--- src/rtl/hbrd_pkg.sv ---
`timescale 1ns/1ps
package hbrd_pkg;
  localparam int ADDR_W = 32;
  localparam int CA_W   = 48;

  typedef enum logic [2:0] {
    ST_IDLE, ST_SETUP, ST_CA, ST_LAT, ST_DATA, ST_STALL, ST_END
  } seq_st_e;

  // Header word: read, memory space, linear burst, split word address.
  function automatic logic [CA_W-1:0] build_ca(input logic [ADDR_W-1:0] wa);
    logic [CA_W-1:0] c;
    c        = '0;
    c[47]    = 1'b1;
    c[46]    = 1'b0;
    c[45]    = 1'b1;
    c[44:16] = wa[31:3];
    c[2:0]   = wa[2:0];
    return c;
  endfunction
endpackage

--- src/rtl/hbrd_gap_timer.sv ---
`timescale 1ns/1ps
module hbrd_gap_timer #(
  parameter int HOLD_CYC = 2,
  parameter int W        = 8
) (
  input  logic clk,
  input  logic rst_n,
  input  logic cs_n,
  output logic gap_ok
);
  localparam logic [W-1:0] LIM = W'(HOLD_CYC);

  logic [W-1:0] cnt_q;

  always_ff @(posedge clk or negedge rst_n) begin
    if (!rst_n)          cnt_q <= LIM;
    else if (!cs_n)      cnt_q <= '0;
    else if (cnt_q < LIM) cnt_q <= cnt_q + 1'b1;
  end

  assign gap_ok = cs_n && (cnt_q >= LIM);
endmodule

--- src/rtl/hbrd_word_cap.sv ---
`timescale 1ns/1ps
module hbrd_word_cap #(
  parameter int LEN_W = 12
) (
  input  logic             clk,
  input  logic             rst_n,
  input  logic             start,
  input  logic [LEN_W-1:0] len,
  input  logic             cap,
  input  logic [7:0]       dq_i,
  output logic             rd_valid,
  output logic [15:0]      rd_data,
  output logic             rd_last
);
  logic             hi_q;
  logic [7:0]       hib_q;
  logic [LEN_W-1:0] left_q;

  always_ff @(posedge clk or negedge rst_n) begin
    if (!rst_n) begin
      hi_q     <= 1'b1;
      hib_q    <= '0;
      left_q   <= '0;
      rd_valid <= 1'b0;
      rd_last  <= 1'b0;
      rd_data  <= '0;
    end else begin
      rd_valid <= 1'b0;
      rd_last  <= 1'b0;
      if (start) begin
        hi_q   <= 1'b1;
        left_q <= len;
      end else if (cap) begin
        if (hi_q) begin
          hib_q <= dq_i;
          hi_q  <= 1'b0;
        end else begin
          rd_data  <= {hib_q, dq_i};
          rd_valid <= 1'b1;
          rd_last  <= (left_q == LEN_W'(1));
          left_q   <= left_q - 1'b1;
          hi_q     <= 1'b1;
        end
      end
    end
  end
endmodule

--- src/rtl/hbrd_seq.sv ---
`timescale 1ns/1ps
module hbrd_seq
  import hbrd_pkg::*;
#(
  parameter int LAT_CLK  = 10,
  parameter int LEN_W    = 12,
  parameter int CLK_W    = 16,
  parameter int CSHI_CYC = 2,
  parameter int CSS_CYC  = 1
) (
  input  logic              clk,
  input  logic              rst_n,
  input  logic              req_valid,
  output logic              req_ready,
  input  logic [ADDR_W-1:0] req_addr,
  input  logic [LEN_W-1:0]  req_len,
  output logic              req_err,
  output logic              cs_n,
  output logic              bus_ck,
  output logic              bus_ck_n,
  output logic [7:0]        dq_o,
  output logic              dq_oe,
  input  logic [7:0]        dq_i,
  output logic              rd_valid,
  output logic [15:0]       rd_data,
  output logic              rd_last,
  output logic              txn_done,
  output logic [CLK_W-1:0]  txn_clks
);
  localparam int LAT_HALF = 2 * (LAT_CLK - 1);
  localparam int HC_W     = $clog2(LAT_HALF + CSS_CYC + 8) + 1;
  localparam int DE_W     = LEN_W + 1;
  localparam int CA_EDGES = 6;

  seq_st_e          state_q;
  logic [HC_W-1:0]  hcnt_q;
  logic [CA_W-1:0]  ca_q;
  logic [LEN_W-1:0] len_q;
  logic [DE_W-1:0]  de_cnt_q, de_nx, stall_at_q;
  logic             stall_en_q;
  logic             ck_q, cs_n_q, dq_oe_q, cap_q, err_q, done_q;
  logic [7:0]       dq_o_q;
  logic [CLK_W-1:0] clk_cnt_q;
  logic             gap_ok, tog, accept, start_pulse;
  logic [4:0]       lead_w;

  assign tog    = (state_q == ST_CA) || (state_q == ST_LAT) ||
                  (state_q == ST_DATA) || (state_q == ST_STALL);
  assign req_ready   = (state_q == ST_IDLE) && gap_ok;
  assign accept      = req_valid && req_ready;
  assign start_pulse = accept && (req_len != '0);
  assign lead_w = 5'd16 - {1'b0, req_addr[3:0]};
  assign de_nx  = de_cnt_q + 1'b1;

  hbrd_gap_timer #(.HOLD_CYC(CSHI_CYC), .W(8)) gap_i (
    .clk(clk), .rst_n(rst_n), .cs_n(cs_n_q), .gap_ok(gap_ok)
  );

  hbrd_word_cap #(.LEN_W(LEN_W)) cap_i (
    .clk(clk), .rst_n(rst_n), .start(start_pulse), .len(req_len),
    .cap(cap_q), .dq_i(dq_i),
    .rd_valid(rd_valid), .rd_data(rd_data), .rd_last(rd_last)
  );

  always_ff @(posedge clk or negedge rst_n) begin
    if (!rst_n) begin
      state_q    <= ST_IDLE;
      hcnt_q     <= '0;
      ca_q       <= '0;
      len_q      <= '0;
      de_cnt_q   <= '0;
      stall_at_q <= '0;
      stall_en_q <= 1'b0;
      ck_q       <= 1'b0;
      cs_n_q     <= 1'b1;
      dq_o_q     <= '0;
      dq_oe_q    <= 1'b0;
      cap_q      <= 1'b0;
      err_q      <= 1'b0;
      done_q     <= 1'b0;
      clk_cnt_q  <= '0;
    end else begin
      err_q  <= 1'b0;
      done_q <= 1'b0;
      cap_q  <= 1'b0;
      if (tog) begin
        ck_q <= ~ck_q;
        if (!ck_q) clk_cnt_q <= clk_cnt_q + 1'b1;
      end
      unique case (state_q)
        ST_IDLE: begin
          if (accept) begin
            if (req_len == '0) begin
              err_q <= 1'b1;
            end else begin
              cs_n_q     <= 1'b0;
              ca_q       <= build_ca(req_addr);
              len_q      <= req_len;
              stall_en_q <= (req_addr[2:0] == 3'b111) &&
                            ({{(LEN_W-5){1'b0}}, lead_w} < req_len);
              stall_at_q <= {{(LEN_W-5){1'b0}}, lead_w, 1'b0};
              de_cnt_q   <= '0;
              hcnt_q     <= '0;
              clk_cnt_q  <= '0;
              state_q    <= ST_SETUP;
            end
          end
        end
        ST_SETUP: begin
          if (hcnt_q >= HC_W'(CSS_CYC - 1)) begin
            hcnt_q  <= '0;
            state_q <= ST_CA;
          end else begin
            hcnt_q <= hcnt_q + 1'b1;
          end
        end
        ST_CA: begin
          dq_o_q  <= ca_q[CA_W-1 -: 8];
          ca_q    <= {ca_q[CA_W-9:0], 8'h00};
          dq_oe_q <= 1'b1;
          if (hcnt_q == HC_W'(CA_EDGES - 1)) begin
            hcnt_q  <= '0;
            state_q <= ST_LAT;
          end else begin
            hcnt_q <= hcnt_q + 1'b1;
          end
        end
        ST_LAT: begin
          dq_oe_q <= 1'b0;
          if (hcnt_q == HC_W'(LAT_HALF - 1)) begin
            hcnt_q  <= '0;
            state_q <= ST_DATA;
          end else begin
            hcnt_q <= hcnt_q + 1'b1;
          end
        end
        ST_DATA: begin
          cap_q    <= 1'b1;
          de_cnt_q <= de_nx;
          if (de_nx == {len_q, 1'b0}) begin
            state_q <= ST_END;
          end else if (stall_en_q && (de_nx == stall_at_q)) begin
            hcnt_q  <= '0;
            state_q <= ST_STALL;
          end
        end
        ST_STALL: begin
          if (hcnt_q == HC_W'(1)) begin
            hcnt_q  <= '0;
            state_q <= ST_DATA;
          end else begin
            hcnt_q <= hcnt_q + 1'b1;
          end
        end
        ST_END: begin
          cs_n_q  <= 1'b1;
          done_q  <= 1'b1;
          state_q <= ST_IDLE;
        end
        default: state_q <= ST_IDLE;
      endcase
    end
  end

  assign cs_n     = cs_n_q;
  assign bus_ck   = ck_q;
  assign bus_ck_n = ~ck_q;
  assign dq_o     = dq_o_q;
  assign dq_oe    = dq_oe_q;
  assign req_err  = err_q;
  assign txn_done = done_q;
  assign txn_clks = clk_cnt_q;
endmodule

--- config.mk ---
export PLATFORM = sky130hd
export DESIGN_NAME = hbrd_seq
export DESIGN_NICKNAME = d
export VERILOG_FILES = /design/src/rtl/hbrd_pkg.sv /design/src/rtl/hbrd_gap_timer.sv /design/src/rtl/hbrd_word_cap.sv /design/src/rtl/hbrd_seq.sv
export SDC_FILE = /design/constraint.sdc
export NUM_CORES = 1
export LEC_CHECK = 0
export ABC_CLOCK_PERIOD_IN_PS = 2600
export BUFFER_PORTS_ARGS = -buffer_cell sky130_fd_sc_hd__buf_2
export CORE_MARGIN = 3
export CORE_UTILIZATION = 45
export DETAILED_ROUTE_END_ITERATION = 8
export GPL_ROUTABILITY_DRIVEN = 0
export PLACE_DENSITY_LB_ADDON = 0.12
export SLEW_MARGIN = 10
export SYNTH_ARGS = -nofsm -noshare
export SYNTH_HDL_FRONTEND = slang
export SYNTH_SLANG_ARGS = --single-unit
--- constraint.sdc ---
create_clock -name clk -period 2.6 [get_ports clk]
set_clock_uncertainty 0.1 [all_clocks]
set_input_delay 0.39 -clock clk [delete_from_list [all_inputs] [get_ports clk]]
set_output_delay 0.39 -clock clk [all_outputs]
set_load 0.005 [all_outputs]
==> metrics, run 1 <==
run status=complete, no violations; FF-to-FF path depth=9; Post-synth EDFFs=0; drc violations=0; Worst EP arrival=2.64 ns; Synth Instances=766; cell mode on critical path=a31oi_1; Synth warnings=0; GRT overflow=0; CTS tree=yes; chip height=135 um; global-route wire length before repair=29.7 mm; Place WS=-0.00529 ns; Worst EP required=2.79 ns; CP max stage cell=dfrtp_2; critical path capture point type=flop; largest stage delay on the critical path=0.45 ns; most frequent cells in the layout=148 x dfrtp_1, 131 x nand2_1, 102 x buf_2; fin nets=946; FMAX=0.409 GHz; post-DP HPWL=12.3 mm; flop2flop setup slack=0.15 ns; crit path kind=reg -> reg; Finished Cell Area=9020 um2; Final Hold Viols=0; Min-Delay Endpoint=ca_q[20]$_DFFE_PN0P_; commonest non-fill, non-tap cell in the layout=dfrtp_1; Unique masters post-synth=68; worst path cell trace=ha_4 > and3_2 > buf_4 > a31oi_1 > nand4_1 > nor4_4 > a21oi_2 > a211oi_4 > a31oi_1; sequential-to-total area share from yosys stat=51.7%; worst setup margin=0.153 ns; starting density of the core=46.6%; Max Slew Vio Count=0; RSZ-0062 raised after global routing=false; hold path startpoint=req_addr[7]; P_leak=0.00431 uW; DRT Pass-1 Iters=4; pwr/cell area=569 nW/um2; Routed WL=17.5 mm; initial drt markers=370; port buffer count=103; Synth Area per Inst=9.80 um2; post-synthesis mux area share=4.18%; maximum clock path buffer count=2; antenna cell count=0; clk_lat worst skew=0.42 ns; DR vias/cell=5.29; relative slew slack=45.7%; Post-Syn Nets=835; antenna violations before repair=1; CTS root buffer=clkbuf_16; CP Max Fanout=8; hold path depth=3; largest net degree at the start of global routing=60; ys async rst share=100%; Slew @ Worst Pin=0.810 ns; Post-Synth Adder-Cell Area=2.33%; GRT Resource Usage Total=20.1%; vias in the first global route=5975; final setup vio count=0; H-tree depth=4; Tmin final=2.45 ns; Worst Setup Start Kind=flop; Die ar.=18300 um2; final critical-path share of the clock period=94.1%; Clock Pin Slew Worst Setup and Hold Paths=0.07 ns; Post-Synth Simple-Gate Area=21.5%; clk sink count=155; DRT antenna net count=0; met1 GRT Util=27.6%; xor/xnor share of the synthesized area=6.65%; VDD IR max=0.000462 V; Die Wd=135 um; Main synth FF type=dfrtp_1; Most Crowded Layer GR=met2; RR Startpoint=de_cnt_q[1]$_DFFE_PN0P_; site row count=46; Critical R2R Capture=hcnt_q[2]$_DFFE_PN0P_; Mapped Area=7500 um2; via count=5848; Post-DP Area=8350 um2; TritonCTS Buffers=17; GR Util met3=6.13%; share of layout cells above drive strength 1=25.3%; largest family of logic cells by synthesized area=simple AND/OR/NAND/NOR gates; compound-gate portion of the synthesized area=9.90%; Area Growth Syn to Fin=20.2%; max-capacitance violation count=0; num ports=104; wire length per cell=15.9 um; HP Class=in -> reg; synthesis-stage register bit count=155; Core Region=16100 um2; global-route met2 utilization=31.1%
[cells by family (layout without fill, tap and decap cells)]
logic type / Yosys count / in the layout
AO/OA/AOI/OAI: 115 / 115
XOR/XNOR: 57 / 57
adder cells (fa/ha/maj): 14 / 14
buffers and inverters: 59 / 183
flip-flops: 155 / 155
multiplexers: 28 / 28
AND/OR/NAND/NOR: 338 / 338
[routing by layer]
metal / vias to the layer above / share of wire [%]
met5: - / 0.074
met4: 2 / 1.3
met3: 22 / 5.3
met2: 118 / 47
met1: 2847 / 46
li1: 2859 / -
[cell usage after synthesis (14+ instances only)]
cell type,count,area share [%]
nand2_1,131,6.6
ha_1,14,2.3
nor2_1,91,4.6
o21ai_0,35,2.3
o22ai_1,26,2.2
xnor2_1,33,3.9
inv_1,19,0.95
mux2_2,27,4.1
clkbuf_1,16,0.80
nand3_1,24,1.6
xor2_1,24,2.8
dfrtp_1,152,51
[repair_timing]
item | in CTS | in global routing
pin swaps | 0 | 5
setup buffers | 0 | 1
setup endpoints to repair | 2 | 7
endpoints found under the hold margin | 53 | 0
resized for setup | 2 | 12
hold buffers | 1 | 0
[through the flow]
step | hold slack (ns) | setup TNS, ns | utilization (%) | cells | total power [uW]
global placement | 0.297 | 0 | 51.8 | 1072 | 2650
CTS | 0.0434 | 0 | 55.6 | 1105 | 5200
detailed placement | 0.302 | -0.00529 | 51.8 | 1072 | 2650
floorplan | -0.00559 | 0 | - | 766 | 2520
global route | 0.0539 | 0 | 56.0 | 1106 | 5340
finish | 0.0548 | 0 | 56.0 | 1106 | 5140
[critical path, delay by kind of cell, from the launching register on]
family          cells  cell delay [ns]
simple gates        3             0.72
compound gates      4             0.69
flops               1             0.45
fa+ha+maj           1             0.19
buf+inv             1             0.17
[worst max path at each step]
| stage | start | end | slack (ns) | cells past startpoint |
|---|---|---|---|---|
| final | de_cnt_q[1]$_DFFE_PN0P_ | hcnt_q[2]$_DFFE_PN0P_ | 0.15 | 9 |
| after global routing | de_cnt_q[5]$_DFFE_PN0P_ | hcnt_q[4]$_DFFE_PN0P_ | 0.005 | 8 |
| after CTS | de_cnt_q[1]$_DFFE_PN0P_ | hcnt_q[2]$_DFFE_PN0P_ | 0.03 | 10 |
| after detailed placement | de_cnt_q[1]$_DFFE_PN0P_ | hcnt_q[4]$_DFFE_PN0P_ | -0.005 | 9 |
| after global placement | de_cnt_q[1]$_DFFE_PN0P_ | hcnt_q[4]$_DFFE_PN0P_ | 0.07 | 9 |
| after floorplan | de_cnt_q[0]$_DFFE_PN0P_ | hcnt_q[2]$_DFFE_PN0P_ | 0.14 | 10 |
[flip-flops by register name, summed over array words and instances (netlist names), 3 cells and up]
register       cells
state_q            3
hcnt_q             6
stall_at_q         5
de_cnt_q          13
ca_q              38
cap_i.rd_data     16
cap_i.hib_q        8
cap_i.left_q      12
gap_i.cnt_q        8
dq_o               8
len_q             12
txn_clks          16
[final cells by class]
| cell class | instances | area [um2] |
|---|---|---|
| fillers | 1459 | 7100 |
| inverters | 19 | 71.3 |
| clock inverters | 15 | 176 |
| clock buffers | 17 | 425 |
| flip-flops and latches | 155 | 3890 |
| repair buffers | 132 | 792 |
| multi-input cells | 552 | 3400 |
| well taps | 216 | 270 |
[power breakdown]
part / internal [uW] / switching, uW / leakage [uW]
Combinational: 71.3 / 95.3 / 0.00205
Clock: 1450 / 1080 / 0.000298
Sequential: 2430 / 8.95 / 0.00196
Total: 3950 / 1190 / 0.00431
(Power assumes the default switching activity.)
==> run 2: changes to the inputs <==
--- a/config.mk
+++ b/config.mk
@@ -8,6 +8,9 @@
 export ABC_CLOCK_PERIOD_IN_PS = 2600
 export BUFFER_PORTS_ARGS = -buffer_cell sky130_fd_sc_hd__buf_2
+export CELL_PAD_IN_SITES_DETAIL_PLACEMENT = 1
+export CELL_PAD_IN_SITES_GLOBAL_PLACEMENT = 1
 export CORE_MARGIN = 3
-export CORE_UTILIZATION = 45
+export CORE_UTILIZATION = 40
+export CTS_CLUSTER_SIZE = 16
 export DETAILED_ROUTE_END_ITERATION = 8
 export GPL_ROUTABILITY_DRIVEN = 0
==> constraint.sdc (replaced) <==
create_clock -name clk -period 2.6 [get_ports clk]
set_clock_uncertainty 0.1 [all_clocks]
set_input_delay 0.65 -clock clk [delete_from_list [all_inputs] [get_ports clk]]
set_output_delay 0.65 -clock clk [all_outputs]
set_load 0.005 [all_outputs]
==> run 2 against run 1 <==
Hold slack gained 0.0058 ns. Design area grew 3.4%. First-iteration DRC count shrank 26%. Power grew 0.77%. Utilization shrank 4.7 points. Sequential share of layout area shrank 1.4 points. Global-route usage grew 0.42 points. Critical path type unchanged. Critical endpoint is now hcnt_q[3]$_DFFE_PN0P_.
==> metrics, run 2 (same netlist as run 1, synthesis figures left out) <==
wire length on met3=772 um; HP Class=in -> async; Clk pwr share=49.6%; Clock Pin Slew Worst Setup and Hold Paths=0.08 ns; CP Max Fanout=6; max reg flops=38; chip height=143 um; worst path cell trace=xor2_2 > a222oi_1 > o311ai_2 > nor4_2 > nand4_1 > a21oi_2 > a211oi_4 > a31oi_1; Post-Layout Cell Count=1145; GRT Resource Usage Total=20.5%; fin nets=972; Sw Share=24.7%; num ports=104; share of layout cells above drive strength 1=28.5%; most frequent cells in the layout=145 x dfrtp_1, 130 x nand2_1, 102 x buf_2; DRT Pass-1 Iters=4; site row count=49; Die ar.=20400 um2; initial drt markers=274; antenna violations before repair=0; largest stage delay on the critical path=0.48 ns; logic gate share of total power=3.3%; Sequential Power Share=47.1%; commonest non-fill, non-tap cell in the layout=dfrtp_1; TNS Setup=0 ns; fin util=51.2%; WL met2=10.5 mm; maximum clock path buffer count=2; family with the most delay on the worst path=compound AO/OA/AOI/OAI gates; post-DP HPWL=14.6 mm; vias in the first global route=6734; P_leak=0.00445 uW; pwr/cell area=555 nW/um2; Die Wd=143 um; drc violations=0; antenna cell count=0; Worst EP required=2.84 ns; CP Buf/Inv Count=0; Core Region=18200 um2; Final Hold Viols=0; Inst Count DP=1107; largest net degree at the start of global routing=52; Finished Cell Area=9330 um2; Switch Pwr=1280 uW; VDD IR max=0.000412 V; clk_lat worst skew=0.44 ns; FMAX=0.394 GHz; Worst Setup Start Kind=flop; run status=complete, no violations; CP max stage cell=dfrtp_2; critical path capture point type=flop; GRT overflow=0; Area Growth Syn to Fin=24.3%; Tmin final=2.54 ns; DRT antenna net count=0; port buffer count=103; total power=5170 uW; cell-internal power=3890 uW; max-capacitance violation count=0; crit path kind=reg -> reg; top routing layer in use=met4; Routed WL=20.5 mm; Worst EP arrival=2.79 ns; final critical-path share of the clock period=97.7%; via count=6119; clk sink count=155; starting density of the core=41.2%; Slew @ Worst Pin=0.736 ns; wire length per cell=17.9 um; DR vias/cell=5.34; final setup vio count=0; Met1 Wirelength=8.98 mm; CTS root buffer=clkbuf_16; RSZ-0062 raised after global routing=true; TritonCTS Buffers=17; Post-DP Area=8550 um2; H-tree depth=4; CTS tree=yes; Max Slew Vio Count=0; relative slew slack=50.6%; Most flops, register=ca_q; global-route wire length before repair=33.4 mm
-- run 2: cell type report --
cell class | instances | area, um2
Multi-Input combinational cell | 552 | 3450
Sequential cell | 155 | 3890
Fill cell | 2049 | 8880
Inverter | 19 | 71.3
Tap cell | 229 | 287
Clock buffer | 17 | 425
Timing Repair Buffer | 158 | 1010
Clock inverter | 15 | 185
-- run 2: per-stage QoR --
stage | hold slack [ns] | setup slack (ns)
after CTS | 0.0795 | 0.00294
after floorplan | 0.254 | 0.136
after global routing | 0.0904 | -0.0503
after global placement | 0.352 | 0.179
final | 0.0606 | 0.0591
after detailed placement | 0.367 | 0.0424
-- run 2: worst paths after layout --
check | endpoint | start | slack (ns) | cells past startpoint
worst max-delay path | hcnt_q[3]$_DFFE_PN0P_ | de_cnt_q[9]$_DFFE_PN0P_ | 0.06 | 8
worst min-delay path | req_err$_DFF_PN0_ | rst_n | 0.06 | 1
worst max register to register | hcnt_q[3]$_DFFE_PN0P_ | de_cnt_q[9]$_DFFE_PN0P_ | 0.06 | 8
worst min register to register | dq_o[5]$_DFFE_PN0P_ | ca_q[45]$_DFFE_PN0P_ | 0.38 | 2
max in group asynchronous | ca_q[45]$_DFFE_PN0P_ | rst_n | 1.62 | 2
min in group clk | ca_q[21]$_DFFE_PN0P_ | req_addr[8] | 0.30 | 3
-- run 2: layer usage --
metal	track usage (%)	vias up
li1	-	2895
met1	25.5	3079
met2	35.2	118
met3	4.79	27
met4	7.00	0
met5	0	-
-- run 2: power by group through the flow --
stage	clock network (uW)	logic [uW]	registers [uW]
3_5_place_dp	0	176	2480
5_1_grt	2740	196	2440
4_1_cts	2630	178	2440
2_1_floorplan	0	37.6	2480
6_report	2570	172	2440
3_3_place_gp	0	168	2480
-- run 2: worst reg2reg max path, delay by kind of cell (launching register included) --
family / cells / cell delay, ns
AO/OA/AOI/OAI: 5 / 1.19
XOR/XNOR: 1 / 0.24
AND/OR/NAND/NOR: 2 / 0.45
flip-flops: 1 / 0.48
-- run 2: what timing repair did --
action	CTS	global route
hold buffers	0	0
endpoints found under the setup margin	1	9
buffers inserted	0	6
resized for setup	1	28
pin swaps	0	10
==> run 3: changes to the inputs <==
- PLACE_DENSITY_LB_ADDON: 0.12 -> 0.08
- SLEW_MARGIN: 10 -> not set
==> run 3 against run 2 <==
Clock-buffer cell count stayed put. Hold slack improved by 0.023 ns. Cell count down 0.61%. Via count fell by 0.29%. Utilization decreased by 0.77 points. First-iteration DRC count increased by 6.2%. Combinational power about the same. Worst setup slack improved by 0.032 ns. Critical path depth is 3 lower. Sequential cell count stayed put. Wire length down 0.49%. Critical path type is now reg -> out. Largest power group unchanged. Highest routed layer unchanged.
==> metrics, run 3 (same netlist as run 1, synthesis figures left out) <==
FMAX=0.399 GHz; final critical-path share of the clock period=96.5%; site row count=49; Worst EP required=1.85 ns; GRT Resource Usage Total=21.3%; run status=complete, no violations; starting density of the core=41.2%; clk sink count=155; family with the most delay on the worst path=flip-flops; pwr/cell area=554 nW/um2; relative slew slack=46.5%; num ports=104; clk_lat worst skew=0.44 ns; Most flops, register=ca_q; antenna violations before repair=0; Final Hold Viols=0; post-DP HPWL=14.7 mm; Max Slew Vio Count=0; max reg flops=38; Crit. Startpoint=gap_i.cnt_q[1]$_DFFE_PN1P_; P_leak=0.00442 uW; GRT overflow=0; Die Wd=143 um; port buffer count=103; worst setup margin=0.0912 ns; Worst EP arrival=1.76 ns; Clock Pin Slew Worst Setup and Hold Paths=0.08 ns; CP Buf/Inv Count=1; maximum clock path buffer count=2; Levels on crit path=5; DR vias/cell=5.36; Routed WL=20.4 mm; commonest non-fill, non-tap cell in the layout=dfrtp_1; H-tree depth=4; Fillers=2079; antenna cell count=0; largest net degree at the start of global routing=55; VDD IR max=0.000445 V; global-route wire length before repair=34.3 mm; Tmin final=2.51 ns; CP max stage cell=dfstp_2; worst path cell trace=nor4_4 > nand2_2 > o21ai_4 > nor3b_4 > buf_6; vias in the first global route=6711; TritonCTS Buffers=17; wire length per cell=18.0 um; RSZ-0062 raised after global routing=false; crit path kind=reg -> out; Slew @ Worst Pin=0.796 ns; most frequent cells in the layout=148 x dfrtp_1, 130 x nand2_1, 101 x buf_2; DRT antenna net count=0; total power=5090 uW; CTS tree=yes; max-capacitance violation count=0; final setup vio count=0; share of layout cells above drive strength 1=27.2%; Critical R2R Capture=hcnt_q[3]$_DFFE_PN0P_; fin nets=965; critical path capture point type=primary output; largest stage delay on the critical path=0.60 ns; FF-to-FF path depth=9; Area Growth Syn to Fin=22.4%; HP Class=in -> async; drc violations=0; initial drt markers=291; flop2flop setup slack=0.16 ns; Worst Setup Start Kind=flop; CTS root buffer=clkbuf_16; Place WS=-0.148 ns; CP Max Fanout=4; via count=6101; Die ar.=20400 um2; RR Startpoint=de_cnt_q[0]$_DFFE_PN0P_; chip height=143 um; Core Region=18200 um2; DRT Pass-1 Iters=4; Setup crit end=req_ready
[run 3: changes by cell type in the layout (fill, tap and decap cells not counted), sizes merged]
cell | previous run | this run
bufinv | 1 | 0
buf | 158 | 151
clkinvlp | 0 | 1
inv | 30 | 27
clkinv | 3 | 6
[run 3: worst reg2reg max path, stage by stage (launching register included)]
cell and delay [ns]:
dfrtp_1 0.39, ha_2 0.22, and3_4 0.21, nand4_4 0.11, nor3b_1 0.25, o22ai_2 0.14
nor4_4 0.34, a21oi_2 0.11, a211oi_4 0.30, a31oi_1 0.14
[run 3: through the flow]
stage                     instances  hold slack, ns  TNS (ns)  util (%)  area [um2]
after global routing           1138           0.122         0      50.4        9190
after global placement         1104           0.352    -0.428      46.7        8490
final                          1138          0.0833         0      50.4        9190
after floorplan                 766           0.254         0         -        7500
after detailed placement       1104           0.357     -3.06      46.7        8490
after CTS                      1135           0.101         0      50.1        9130
[run 3: where the power goes]
part / switching (uW) / internal, uW
sequential: 8.99 / 2430
combinational: 99.4 / 72.6
clock: 1190 / 1290
[run 3: what timing repair did]
action	in CTS	in global routing
hold buffers	0	0
resized for setup	9	12
setup endpoints to repair	5	8
hold endpoints to repair	0	0
setup buffers	0	3
pin swaps	4	8
[run 3: layout make-up]
type / instances / area (um2) / share of cell area (%)
clock buffers: 17 / 425 / 4.63
clock inverters: 15 / 168 / 1.83
inverters: 19 / 71.3 / 0.776
multi-input cells: 552 / 3420 / 37.2
flip-flops and latches: 155 / 3890 / 42.3
well taps: 229 / 287 / 3.12
repair buffers: 151 / 926 / 10.1
[run 3: worst min-delay path by stage]
stage / start / end / slack, ns / depth (start not counted)
6_report: rst_n / len_q[11]$_DFFE_PN0P_ / 0.08 / 1
4_1_cts: rst_n / len_q[11]$_DFFE_PN0P_ / 0.10 / 1
3_5_place_dp: ca_q[46]$_DFFE_PN0P_ / dq_o[6]$_DFFE_PN0P_ / 0.36 / 2
3_3_place_gp: dq_o[0]$_DFFE_PN0P_ / dq_o[0]$_DFFE_PN0P_ / 0.35 / 2
5_1_grt: rst_n / len_q[11]$_DFFE_PN0P_ / 0.12 / 1
2_1_floorplan: rst_n / bus_ck$_DFFE_PN0N_ / 0.25 / 0
[run 3: routing by layer]
layer / part of all wire, % / global-route usage, % / vias up / routed length [um]
li1: - / - / 2885 / -
met1: 44 / 27.6 / 3086 / 9040
met2: 50 / 35.9 / 108 / 10100
met3: 4.9 / 5.53 / 22 / 992
met4: 1.3 / 5.15 / 0 / 274
met5: 0 / 0 / - / 0
